`src/rtl/ptw_pkg.sv`:
```
// Package: shared widths, entry bit positions and walk states.
// Assumes 4 KB pages, 4-byte entries and a two-level table.
package ptw_pkg;
    localparam int unsigned VA_W    = 32;
    localparam int unsigned OFF_W   = 12;
    localparam int unsigned IDX_W   = 10;
    localparam int unsigned ENT_SH  = 2;
    localparam int unsigned FRAME_W = VA_W - OFF_W;
    localparam int unsigned LEVELS  = 2;

    localparam int unsigned BIT_P  = 0;
    localparam int unsigned BIT_RW = 1;
    localparam int unsigned BIT_US = 2;
    localparam int unsigned BIT_A  = 5;
    localparam int unsigned BIT_D  = 6;

    typedef enum logic [2:0] {
        ST_IDLE,
        ST_RD_DIR,
        ST_RD_TBL,
        ST_WR_DIR,
        ST_WR_TBL
    } walk_st_t;
endpackage

```
`src/rtl/ptw_addr_gen.sv`:
```
// Forms the byte addresses of the directory entry and the table entry.
// Assumes index fields and entry shift fill the address exactly.
module ptw_addr_gen
    import ptw_pkg::*;
(
    input  logic [FRAME_W-1:0] root_frame,
    input  logic [FRAME_W-1:0] dir_frame,
    input  logic [FRAME_W-1:0] lin_page,
    output logic [VA_W-1:0]    dir_addr,
    output logic [VA_W-1:0]    tbl_addr
);
    localparam int unsigned TBL_LO = 0;
    localparam int unsigned DIR_LO = IDX_W;

    // Concatenate frame, index and entry shift for each level
    always_comb begin
        dir_addr = {root_frame, lin_page[DIR_LO +: IDX_W], {ENT_SH{1'b0}}};
        tbl_addr = {dir_frame,  lin_page[TBL_LO +: IDX_W], {ENT_SH{1'b0}}};
    end
endmodule

```
`src/rtl/ptw_perm_chk.sv`:
```
// Combines the rights of both levels and flags absence or denial.
// Assumes supervisor accesses are never denied on rights.
module ptw_perm_chk
    import ptw_pkg::*;
(
    input  logic [2:0] dir_flags,
    input  logic [2:0] tbl_flags,
    input  logic       acc_wr,
    input  logic       acc_usr,
    output logic       absent,
    output logic       deny
);
    logic usr_ok;
    logic wr_ok;

    // Most restrictive of the two levels decides
    always_comb begin
        absent = !dir_flags[BIT_P] || !tbl_flags[BIT_P];
        usr_ok = dir_flags[BIT_US] && tbl_flags[BIT_US];
        wr_ok  = dir_flags[BIT_RW] && tbl_flags[BIT_RW];
        deny   = acc_usr && (!usr_ok || (acc_wr && !wr_ok));
    end
endmodule

```
`src/rtl/ptw_ent_upd.sv`:
```
// Computes the written-back value of one entry and whether a write is needed.
// Assumes MARK_DIRTY is set only for the last level.
module ptw_ent_upd
    import ptw_pkg::*;
#(
    parameter bit MARK_DIRTY = 1'b0
)(
    input  logic [VA_W-1:0] ent_in,
    input  logic            acc_wr,
    output logic [VA_W-1:0] ent_out,
    output logic            need_wr
);
    // Set accessed always, dirty on writes at the last level only
    always_comb begin
        ent_out        = ent_in;
        ent_out[BIT_A] = 1'b1;
        if (MARK_DIRTY && acc_wr) begin
            ent_out[BIT_D] = 1'b1;
        end
        need_wr = (ent_out != ent_in);
    end
endmodule

```
`src/rtl/ptw_walker.sv`:
```
// Two-level page table walker with rights checks and flag write-back.
// Assumes memory returns read data in the acknowledge cycle and that
// callers hold req_valid until busy is low.
module ptw_walker
    import ptw_pkg::*;
(
    input  logic               clk,
    input  logic               rst_n,
    input  logic               req_valid,
    input  logic [VA_W-1:0]    req_lin,
    input  logic               req_write,
    input  logic               req_user,
    input  logic [FRAME_W-1:0] dir_base,
    input  logic               xlat_en,
    output logic               busy,
    output logic               mem_req,
    output logic               mem_we,
    output logic [VA_W-1:0]    mem_addr,
    output logic [VA_W-1:0]    mem_wdata,
    input  logic               mem_ack,
    input  logic [VA_W-1:0]    mem_rdata,
    output logic               done,
    output logic               fault,
    output logic [2:0]         fault_code,
    output logic [VA_W-1:0]    phys_addr,
    output logic [VA_W-1:0]    fault_addr
);
    walk_st_t           st;
    logic [VA_W-1:0]    lin_q;
    logic               wr_q;
    logic               usr_q;
    logic [FRAME_W-1:0] root_q;
    logic [VA_W-1:0]    pde_q;
    logic [VA_W-1:0]    pte_q;
    logic               done_q;
    logic               fault_q;
    logic [2:0]         code_q;
    logic [VA_W-1:0]    phys_q;
    logic [VA_W-1:0]    faddr_q;

    logic [VA_W-1:0]    tbl_ent;
    logic [VA_W-1:0]    dir_addr;
    logic [VA_W-1:0]    tbl_addr;
    logic               absent;
    logic               deny;
    logic [VA_W-1:0]    upd_in   [LEVELS];
    logic [VA_W-1:0]    upd_out  [LEVELS];
    logic [LEVELS-1:0]  upd_need;

    // Table entry comes straight from memory in the read step
    always_comb begin
        tbl_ent   = (st == ST_RD_TBL) ? mem_rdata : pte_q;
        upd_in[0] = pde_q;
        upd_in[LEVELS-1] = tbl_ent;
    end

    ptw_addr_gen u_addr (
        .root_frame (root_q),
        .dir_frame  (pde_q[VA_W-1:OFF_W]),
        .lin_page   (lin_q[VA_W-1:OFF_W]),
        .dir_addr   (dir_addr),
        .tbl_addr   (tbl_addr)
    );

    ptw_perm_chk u_perm (
        .dir_flags (pde_q[2:0]),
        .tbl_flags (tbl_ent[2:0]),
        .acc_wr    (wr_q),
        .acc_usr   (usr_q),
        .absent    (absent),
        .deny      (deny)
    );

    for (genvar g = 0; g < LEVELS; g++) begin : g_upd
        ptw_ent_upd #(
            .MARK_DIRTY (g == LEVELS - 1)
        ) u_upd (
            .ent_in  (upd_in[g]),
            .acc_wr  (wr_q),
            .ent_out (upd_out[g]),
            .need_wr (upd_need[g])
        );
    end

    // Drive the memory port from the current walk step
    always_comb begin
        mem_req   = (st != ST_IDLE);
        mem_we    = (st == ST_WR_DIR) || (st == ST_WR_TBL);
        mem_addr  = '0;
        mem_wdata = '0;
        case (st)
            ST_RD_DIR: mem_addr = dir_addr;
            ST_WR_DIR: begin
                mem_addr  = dir_addr;
                mem_wdata = upd_out[0];
            end
            ST_RD_TBL: mem_addr = tbl_addr;
            ST_WR_TBL: begin
                mem_addr  = tbl_addr;
                mem_wdata = upd_out[LEVELS-1];
            end
            default: mem_addr = '0;
        endcase
    end

    // Walk sequencer and result registers
    always_ff @(posedge clk) begin
        if (!rst_n) begin
            st      <= ST_IDLE;
            lin_q   <= '0;
            wr_q    <= 1'b0;
            usr_q   <= 1'b0;
            root_q  <= '0;
            pde_q   <= '0;
            pte_q   <= '0;
            done_q  <= 1'b0;
            fault_q <= 1'b0;
            code_q  <= '0;
            phys_q  <= '0;
            faddr_q <= '0;
        end else begin
            done_q <= 1'b0;
            case (st)
                ST_IDLE: begin
                    if (req_valid) begin
                        lin_q  <= req_lin;
                        wr_q   <= req_write;
                        usr_q  <= req_user;
                        root_q <= dir_base;
                        if (xlat_en) begin
                            st <= ST_RD_DIR;
                        end else begin
                            done_q  <= 1'b1;
                            fault_q <= 1'b0;
                            phys_q  <= req_lin;
                        end
                    end
                end
                ST_RD_DIR: begin
                    if (mem_ack) begin
                        pde_q <= mem_rdata;
                        if (!mem_rdata[BIT_P]) begin
                            st      <= ST_IDLE;
                            done_q  <= 1'b1;
                            fault_q <= 1'b1;
                            code_q  <= {usr_q, wr_q, 1'b0};
                            faddr_q <= lin_q;
                        end else begin
                            st <= ST_RD_TBL;
                        end
                    end
                end
                ST_RD_TBL: begin
                    if (mem_ack) begin
                        pte_q <= mem_rdata;
                        if (absent || deny) begin
                            st      <= ST_IDLE;
                            done_q  <= 1'b1;
                            fault_q <= 1'b1;
                            code_q  <= {usr_q, wr_q, !absent};
                            faddr_q <= lin_q;
                        end else if (upd_need[0]) begin
                            st <= ST_WR_DIR;
                        end else if (upd_need[LEVELS-1]) begin
                            st <= ST_WR_TBL;
                        end else begin
                            st      <= ST_IDLE;
                            done_q  <= 1'b1;
                            fault_q <= 1'b0;
                            phys_q  <= {mem_rdata[VA_W-1:OFF_W], lin_q[OFF_W-1:0]};
                        end
                    end
                end
                ST_WR_DIR: begin
                    if (mem_ack) begin
                        if (upd_need[LEVELS-1]) begin
                            st <= ST_WR_TBL;
                        end else begin
                            st      <= ST_IDLE;
                            done_q  <= 1'b1;
                            fault_q <= 1'b0;
                            phys_q  <= {pte_q[VA_W-1:OFF_W], lin_q[OFF_W-1:0]};
                        end
                    end
                end
                ST_WR_TBL: begin
                    if (mem_ack) begin
                        st      <= ST_IDLE;
                        done_q  <= 1'b1;
                        fault_q <= 1'b0;
                        phys_q  <= {pte_q[VA_W-1:OFF_W], lin_q[OFF_W-1:0]};
                    end
                end
                default: st <= ST_IDLE;
            endcase
        end
    end

    // Expose registered results
    always_comb begin
        busy       = (st != ST_IDLE);
        done       = done_q;
        fault      = fault_q;
        fault_code = code_q;
        phys_addr  = phys_q;
        fault_addr = faddr_q;
    end
endmodule

```
`config.mk`:
```
export PLATFORM = sky130hd
export DESIGN_NAME = ptw_walker
export DESIGN_NICKNAME = d
export VERILOG_FILES = /design/src/rtl/ptw_pkg.sv /design/src/rtl/ptw_addr_gen.sv /design/src/rtl/ptw_perm_chk.sv /design/src/rtl/ptw_ent_upd.sv /design/src/rtl/ptw_walker.sv
export SDC_FILE = /design/constraint.sdc
export NUM_CORES = 1
export LEC_CHECK = 0
export CAP_MARGIN = 40
export CORE_UTILIZATION = 37
export DETAILED_ROUTE_END_ITERATION = 10
export GPL_TIMING_DRIVEN = 0
export SLEW_MARGIN = 10
export SYNTH_ARGS = -nofsm -noshare
export SYNTH_HDL_FRONTEND = slang
export SYNTH_SLANG_ARGS = --single-unit
```
`constraint.sdc`:
```
create_clock -name clk -period 4.6 [get_ports clk]
set_clock_uncertainty 0.1 [all_clocks]
set_input_delay 0.92 -clock clk [delete_from_list [all_inputs] [get_ports clk]]
set_output_delay 0.92 -clock clk [all_outputs]
set_load 0.01 [all_outputs]
```
; Word-level counts from Yosys, hierarchy flattened
; Cells that the tools add are included.
[totals]
mem_bits_rw = 0
mem_count = 0
latchBits = 0
output_inout_bits = 136
register_bits = 190
inputBits = 91
word_cells = 115
rom_bits = 0
[classes]
mux = 57
bitwise_logic = 0
n_addsub = 0
magnitude_cmp = 0
reduce_logical = 27
div = 0
multipliers = 0
shift = 0
eq_ne = 19
[op_table]
columns = op, n
row1 = $mux W32, 14
row2 = $pmux W32 S2, 3
row3 = $pmux W32 S4, 1
row4 = $mux W3, 13
row5 = $ne A2 B2 Y1 const B, 12
row6 = $mux W1, 21
row7 = $pmux W3 S5, 1
row8 = $pmux W1 S5, 2
row9 = $reduce_and A10 Y1, 1
row10 = $reduce_and A9 Y1, 1
row11 = $eq A3 B2 Y1 const B, 2
row12 = $pmux W3 S2, 1
row13 = $reduce_and A2 Y1, 3
row14 = $reduce_and A6 Y1, 1
row15 = $logic_not A1 Y1, 5
row16 = $reduce_and A5 Y1, 1
row17 = $reduce_bool A5 Y1, 1
row18 = $logic_and A1 B1 Y1, 4
row19 = $logic_or A1 B1 Y1, 4
row20 = $reduce_bool A4 Y1, 1
row21 = $reduce_or A2 Y1, 2
row22 = $eq A3 B1 Y1 const B, 1
row23 = $eq A3 B3 Y1 const B, 1
row24 = $logic_not A3 Y1, 1
row25 = other kinds (6), 6

; Logic depth before layout (Yosys ltp)
[depth]
word_depth = 11
depth_mapped = 10
depth_no_buf = 6

; Hierarchy
; Synthesis repeated with hierarchy kept, for this count alone.
[unflattened]
hier_cells = 1230
area_unflattened_um2 = 9741.8
[modules_own_cells]
columns = mod, cells_per_inst, instances, area_each_um2, seq_area_each_um2
row1 = ptw_walker, 1092, 1, 8735.9, 3803.6
row2 = ptw_addr_gen, 65, 1, 484.2, 0.0
row3 = ptw_ent_upd (g_upd[1].u_upd), 35, 1, 251.5, 0.0
row4 = ptw_ent_upd (g_upd[0].u_upd), 34, 1, 247.7, 0.0
row5 = ptw_perm_chk, 4, 1, 22.5, 0.0

; Worst setup path before layout
; Ideal clock, no wire load.
[synth_timing]
path_type = in2reg
from = in mem_rdata[1]
to = reg fault_q (netlist: fault)
setup_time_ps = 116
setup_slack_ps = 1970
stages = 8
t_required_ps = 4384
t_arrival_ps = 2414
n_path_buf = 2
path_cell_list = nand2_1 > mux2_2 > a2111oi_4 > o2111ai_1 > and2_1 > buf_2 > buf_2 > o211a_1
[synth_between]
elab_chain_len = 10
word_cells_on_any_way = 12
classes_between = 1 x eq/ne / 4 x mux / 7 x reduce/logical
[synth_rtl]
columns = element, line
row1 = start: declaration, ptw_walker.sv:21  ; input logic [VA_W-1:0] mem_rdata,
row2 = $mux W32 (*), ptw_walker.sv:52  ; tbl_ent = (st == ST_RD_TBL) ? mem_rdata : pte_q;
row3 = $logic_and A1 B1 Y1 (*), ptw_perm_chk.sv:20  ; wr_ok = dir_flags[BIT_RW] && tbl_flags[BIT_RW];
row4 = $logic_not A1 Y1 (*), ptw_perm_chk.sv:21  ; deny = acc_usr && (!usr_ok || (acc_wr && !wr_ok));
row5 = $logic_and A1 B1 Y1 (*), ptw_perm_chk.sv:21
row6 = $logic_or A1 B1 Y1 (*), ptw_perm_chk.sv:21
row7 = $logic_and A1 B1 Y1 (*), ptw_perm_chk.sv:21
row8 = $logic_or A1 B1 Y1 (*), ptw_walker.sv:156  ; if (absent || deny) begin
row9 = $mux W1, ptw_walker.sv:156
row10 = $mux W1, ptw_walker.sv:154  ; if (mem_ack) begin
row11 = $pmux W1 S5, ptw_walker.sv:123  ; case (st)
row12 = end signal: assignment, ptw_walker.sv:134  ; fault_q <= 1'b0;
row13 = end signal: assignment, ptw_walker.sv:159  ; fault_q <= 1'b1;
row14 = end signal: assignment, ptw_walker.sv:169  ; fault_q <= 1'b0;
row15 = end: declaration, ptw_walker.sv:36  ; logic fault_q;
; Every way passes the cells marked *; elsewhere a longest branch is shown, timed or not. The select of a mux whose other input is x is not followed.
; A chain may end at the register's enable or synchronous reset.

; Worst setup path in the final report
[layout_timing]
from = reg st[2]
to = out mem_wdata[0]
[layout_between]
elab_chain_len = 3
word_cells_on_any_way = 5
classes_between = 3 x eq/ne / 2 x mux
[layout_rtl]
columns = element, line
row1 = start: declaration, ptw_walker.sv:28  ; walk_st_t st;
row2 = start signal: assignment, ptw_walker.sv:109  ; st <= ST_IDLE;
row3 = start signal: assignment, ptw_walker.sv:131  ; st <= ST_RD_DIR;
row4 = start signal: assignment, ptw_walker.sv:143  ; st <= ST_IDLE;
row5 = $eq A3 B2 Y1, ptw_walker.sv:52
row6 = $mux W32, ptw_walker.sv:52
row7 = $pmux W32 S2 (*), ptw_walker.sv:91  ; case (st)
row8 = end: declaration, ptw_walker.sv:19  ; output logic [VA_W-1:0] mem_wdata,
; Every way passes the cells marked *; elsewhere a longest branch is shown, timed or not.

==> results.ini <==
[worst_setup_path]
end_kind=primary output
cp_data_required_time_ns=3.58
crit_type=flop to primary output
arrival_ns=3.12
critPathLaunchType=flop
cp-startpoint=st[2]$_SDFFE_PN0P_
cp_max_fo=10
reg2reg_from=st[0]$_SDFFE_PN0P_

[synth]
syn_inst=1064
async_flop_share_pct=0
synth_simple_gate_area_share_pct=19.4
synth_xor_area_share_pct=0
synth_top_family_by_area=compound AO/OA/AOI/OAI gates
yosys.area.top_type_share_pct=43.1
yosysTopAreaCell=dfxtp_1
yosys_warnings=0
synth-compound-area-share_pct=25.3
ys_ff_latch=190
syn-cell-area_um2=8820
muxShareOfSynthArea_pct=7.01
synthAdderAreaFrac_pct=0
ys_types=43
yosys_most_used_dff=dfxtp_1
seq_area_frac_synth_pct=43.1
synth_edf_count=0
synth_area_leaders=dfxtp_1 43%, nand2_1 12%, a21boi_0 10%
synth_area_per_cell_um2=8.29

[drt]
routed_wl_mm=30.1
drt_drc_violations_left=0
met3WireLength_mm=1.44
vias=8336
met1_length_mm=14.2
drt-pass1-iter-count=5
route.detailed.wl_per_inst_um=18.4
drtIter0Drc=522
viasPerCell=5.09
met2_length_mm=14.0
highest_layer=met5
antenna_left=0

[floorplan]
die_x_um=156
initial_utilization_pct=37.7
die-area_um2=24500
die_height_um=156
rows=56
core_um2=23400
io_pins=227

[cts]
cts-root-buf=clkbuf_16
htreeDepth=4
tritoncts_num_sinks=190
post-cts-setup-buffers=0
cts_tree=done
clk_latency_ns=0.43
clkSlewWorstSetupHoldPaths_ns=0.07
cts_buffers=17
cts_buffer_depth=2
cts-hold-fix-buffers=0
ctsResizeCount=0

[power_and_ir_drop]
total_power_mw=3.64
powerDensity_nw_per_um2=302
p_leak_nw=4.04
vdd_drop_max_uv=255

[sta]
setup_viol=0
tightestPinTransition_ns=0.866
relSlewSlack_pct=41.8
timing.fmax_mhz=241
rsz0062_at_grt=no
setup_tns_ns=0
finalHoldViolCount=0
finalCritPeriodShare_pct=90.0
min_period_ns=4.14
maxSlewViolCount=0

[cells_and_area]
drive_gt1_share_pct=4.70
finalInstanceArea_um2=12000
nets=1398
fill_cells=2339
synthToLayoutAreaGrowth_pct=36.5

[worst_hold_path]
hp-class=flop to flop
worstHoldStart=phys_addr[31]$_SDFFE_PN0P_

[place]
gp_congestion=0.896
port_buffers=223
placed_area_um2=11500
hpwl_mm=23.3

[flow_run]
maxCapViolCount=0

[grt]
grt.overflow.total=0
grtUsageTotal_pct=24.7
grt_pass1_wl_mm=45.9
antenna_found_initial=2
grt_max_degree=17
grt_pass1_vias=7883

[status]
status=finished, final reports clean

## area by class of cell
cell class                 count  area (µm²)  area share, %
antenna                        1        2.50         0.0208
sequential                   190        3800           31.6
tap                          319         399           3.32
inverter                       6        22.5          0.187
buffer                       103         427           3.54
clock buffer                  19         443           3.68
multi-input combinational    766        4570           38.0
clock inverter                12         136           1.13
timing repair buffer         223        2230           18.5
## flip-flops by register name, indices dropped and copies added (netlist names)
register	count
fault_code	3
phys_addr	32
pte_q	32
lin_q	32
done	1
wr_q	1
root_q	20
pde_q	32
fault	1
st	3
usr_q	1
fault_addr	32
## final timing paths
kind / slack (ns) / end / cells after the start
min: 0.36 / phys_addr[31]$_SDFFE_PN0P_ / 2
max: 0.46 / mem_wdata[0] / 7
max reg2reg: 1.53 / fault_addr[5]$_SDFFE_PN0P_ / 8
min reg2reg: 0.36 / phys_addr[31]$_SDFFE_PN0P_ / 2
## cell families after synthesis
logic type	count (synthesis)
flip-flops	190
other	1
buffers and inverters	109
AO/OA/AOI/OAI	306
multiplexers	60
AND/OR/NAND/NOR	398
## layer usage
layer	GRT usage [%]	vias to the layer above
met5	0	-
met4	6.72	2
met3	3.71	27
met2	41.0	237
met1	33.3	3893
li1	-	4177
## layout by cell type (no fill, tap or decap), types with 2 or more instances in the layout
cell type	synthesis	layout
nor2b_1	35	35
buf_2	5	5
nor2_1	28	28
o21ai_0	28	28
clkdlybuf4s50_1	0	223
dfxtp_1	190	190
conb_1	1	2
o21ai_1	20	20
a31oi_1	2	2
a22o_1	60	60
a21boi_0	118	118
clkinv_2	0	3
nor3_1	3	3
inv_1	6	6
mux2i_1	46	46
bufinv_16	0	2
a22oi_1	2	2
nor4b_1	2	2
inv_6	0	2
nand2b_1	2	2
clkbuf_16	0	17
buf_1	6	6
o211ai_1	42	42
nand2_1	293	293
clkinv_4	0	5
o22ai_1	21	21
and2_1	4	4
mux2_2	14	14
or3_1	3	3
clkbuf_1	84	85
nand4_1	20	20
a21oi_1	6	6
buf_4	7	7
## Yosys cell counts (all sizes together) (2+ instances only)
cell and number:
and2 4, o21ai 48, a21boi 119, buf 19, a31oi 2, o211ai 42, a21oi 6, clkbuf 84
nor2b 35, nand4 20, a22oi 2, dfxtp 190, nor2 28, nor3b 2, nand2 293, nand2b 2
nor4b 3, mux2i 46, a22o 60, mux2 14, o22ai 21, nor3 3, or2 2, or3 3
inv 6
## critical path, cell delays in order, from the launching register on
cell,delay [ns]
dfxtp_1,0.31
buf_2,0.23
clkbuf_1,0.41
and2_1,0.19
clkbuf_1,0.26
clkbuf_1,0.46
a22o_1,0.28
clkdlybuf4s50_1,0.55
## where the power goes
| group | switching (mW) | internal, mW |
|---|---|---|
| logic | 0.216 | 0.198 |
| registers | 0.0439 | 1.70 |
| clock network | 0.665 | 0.818 |
## per-stage QoR
stage                     std cells  utilization, %  setup WS (ns)  hold slack, ns
after floorplan                1065               -           1.97           0.343
after global placement         1607            49.0          0.853           0.348
after detailed placement       1607            49.0          0.807           0.353
after CTS                      1638            51.4          0.467           0.362
after global routing           1638            51.4          0.247           0.381
final                          1639            51.4          0.459           0.359
No activity file was read; power rests on OpenSTA's default activity.
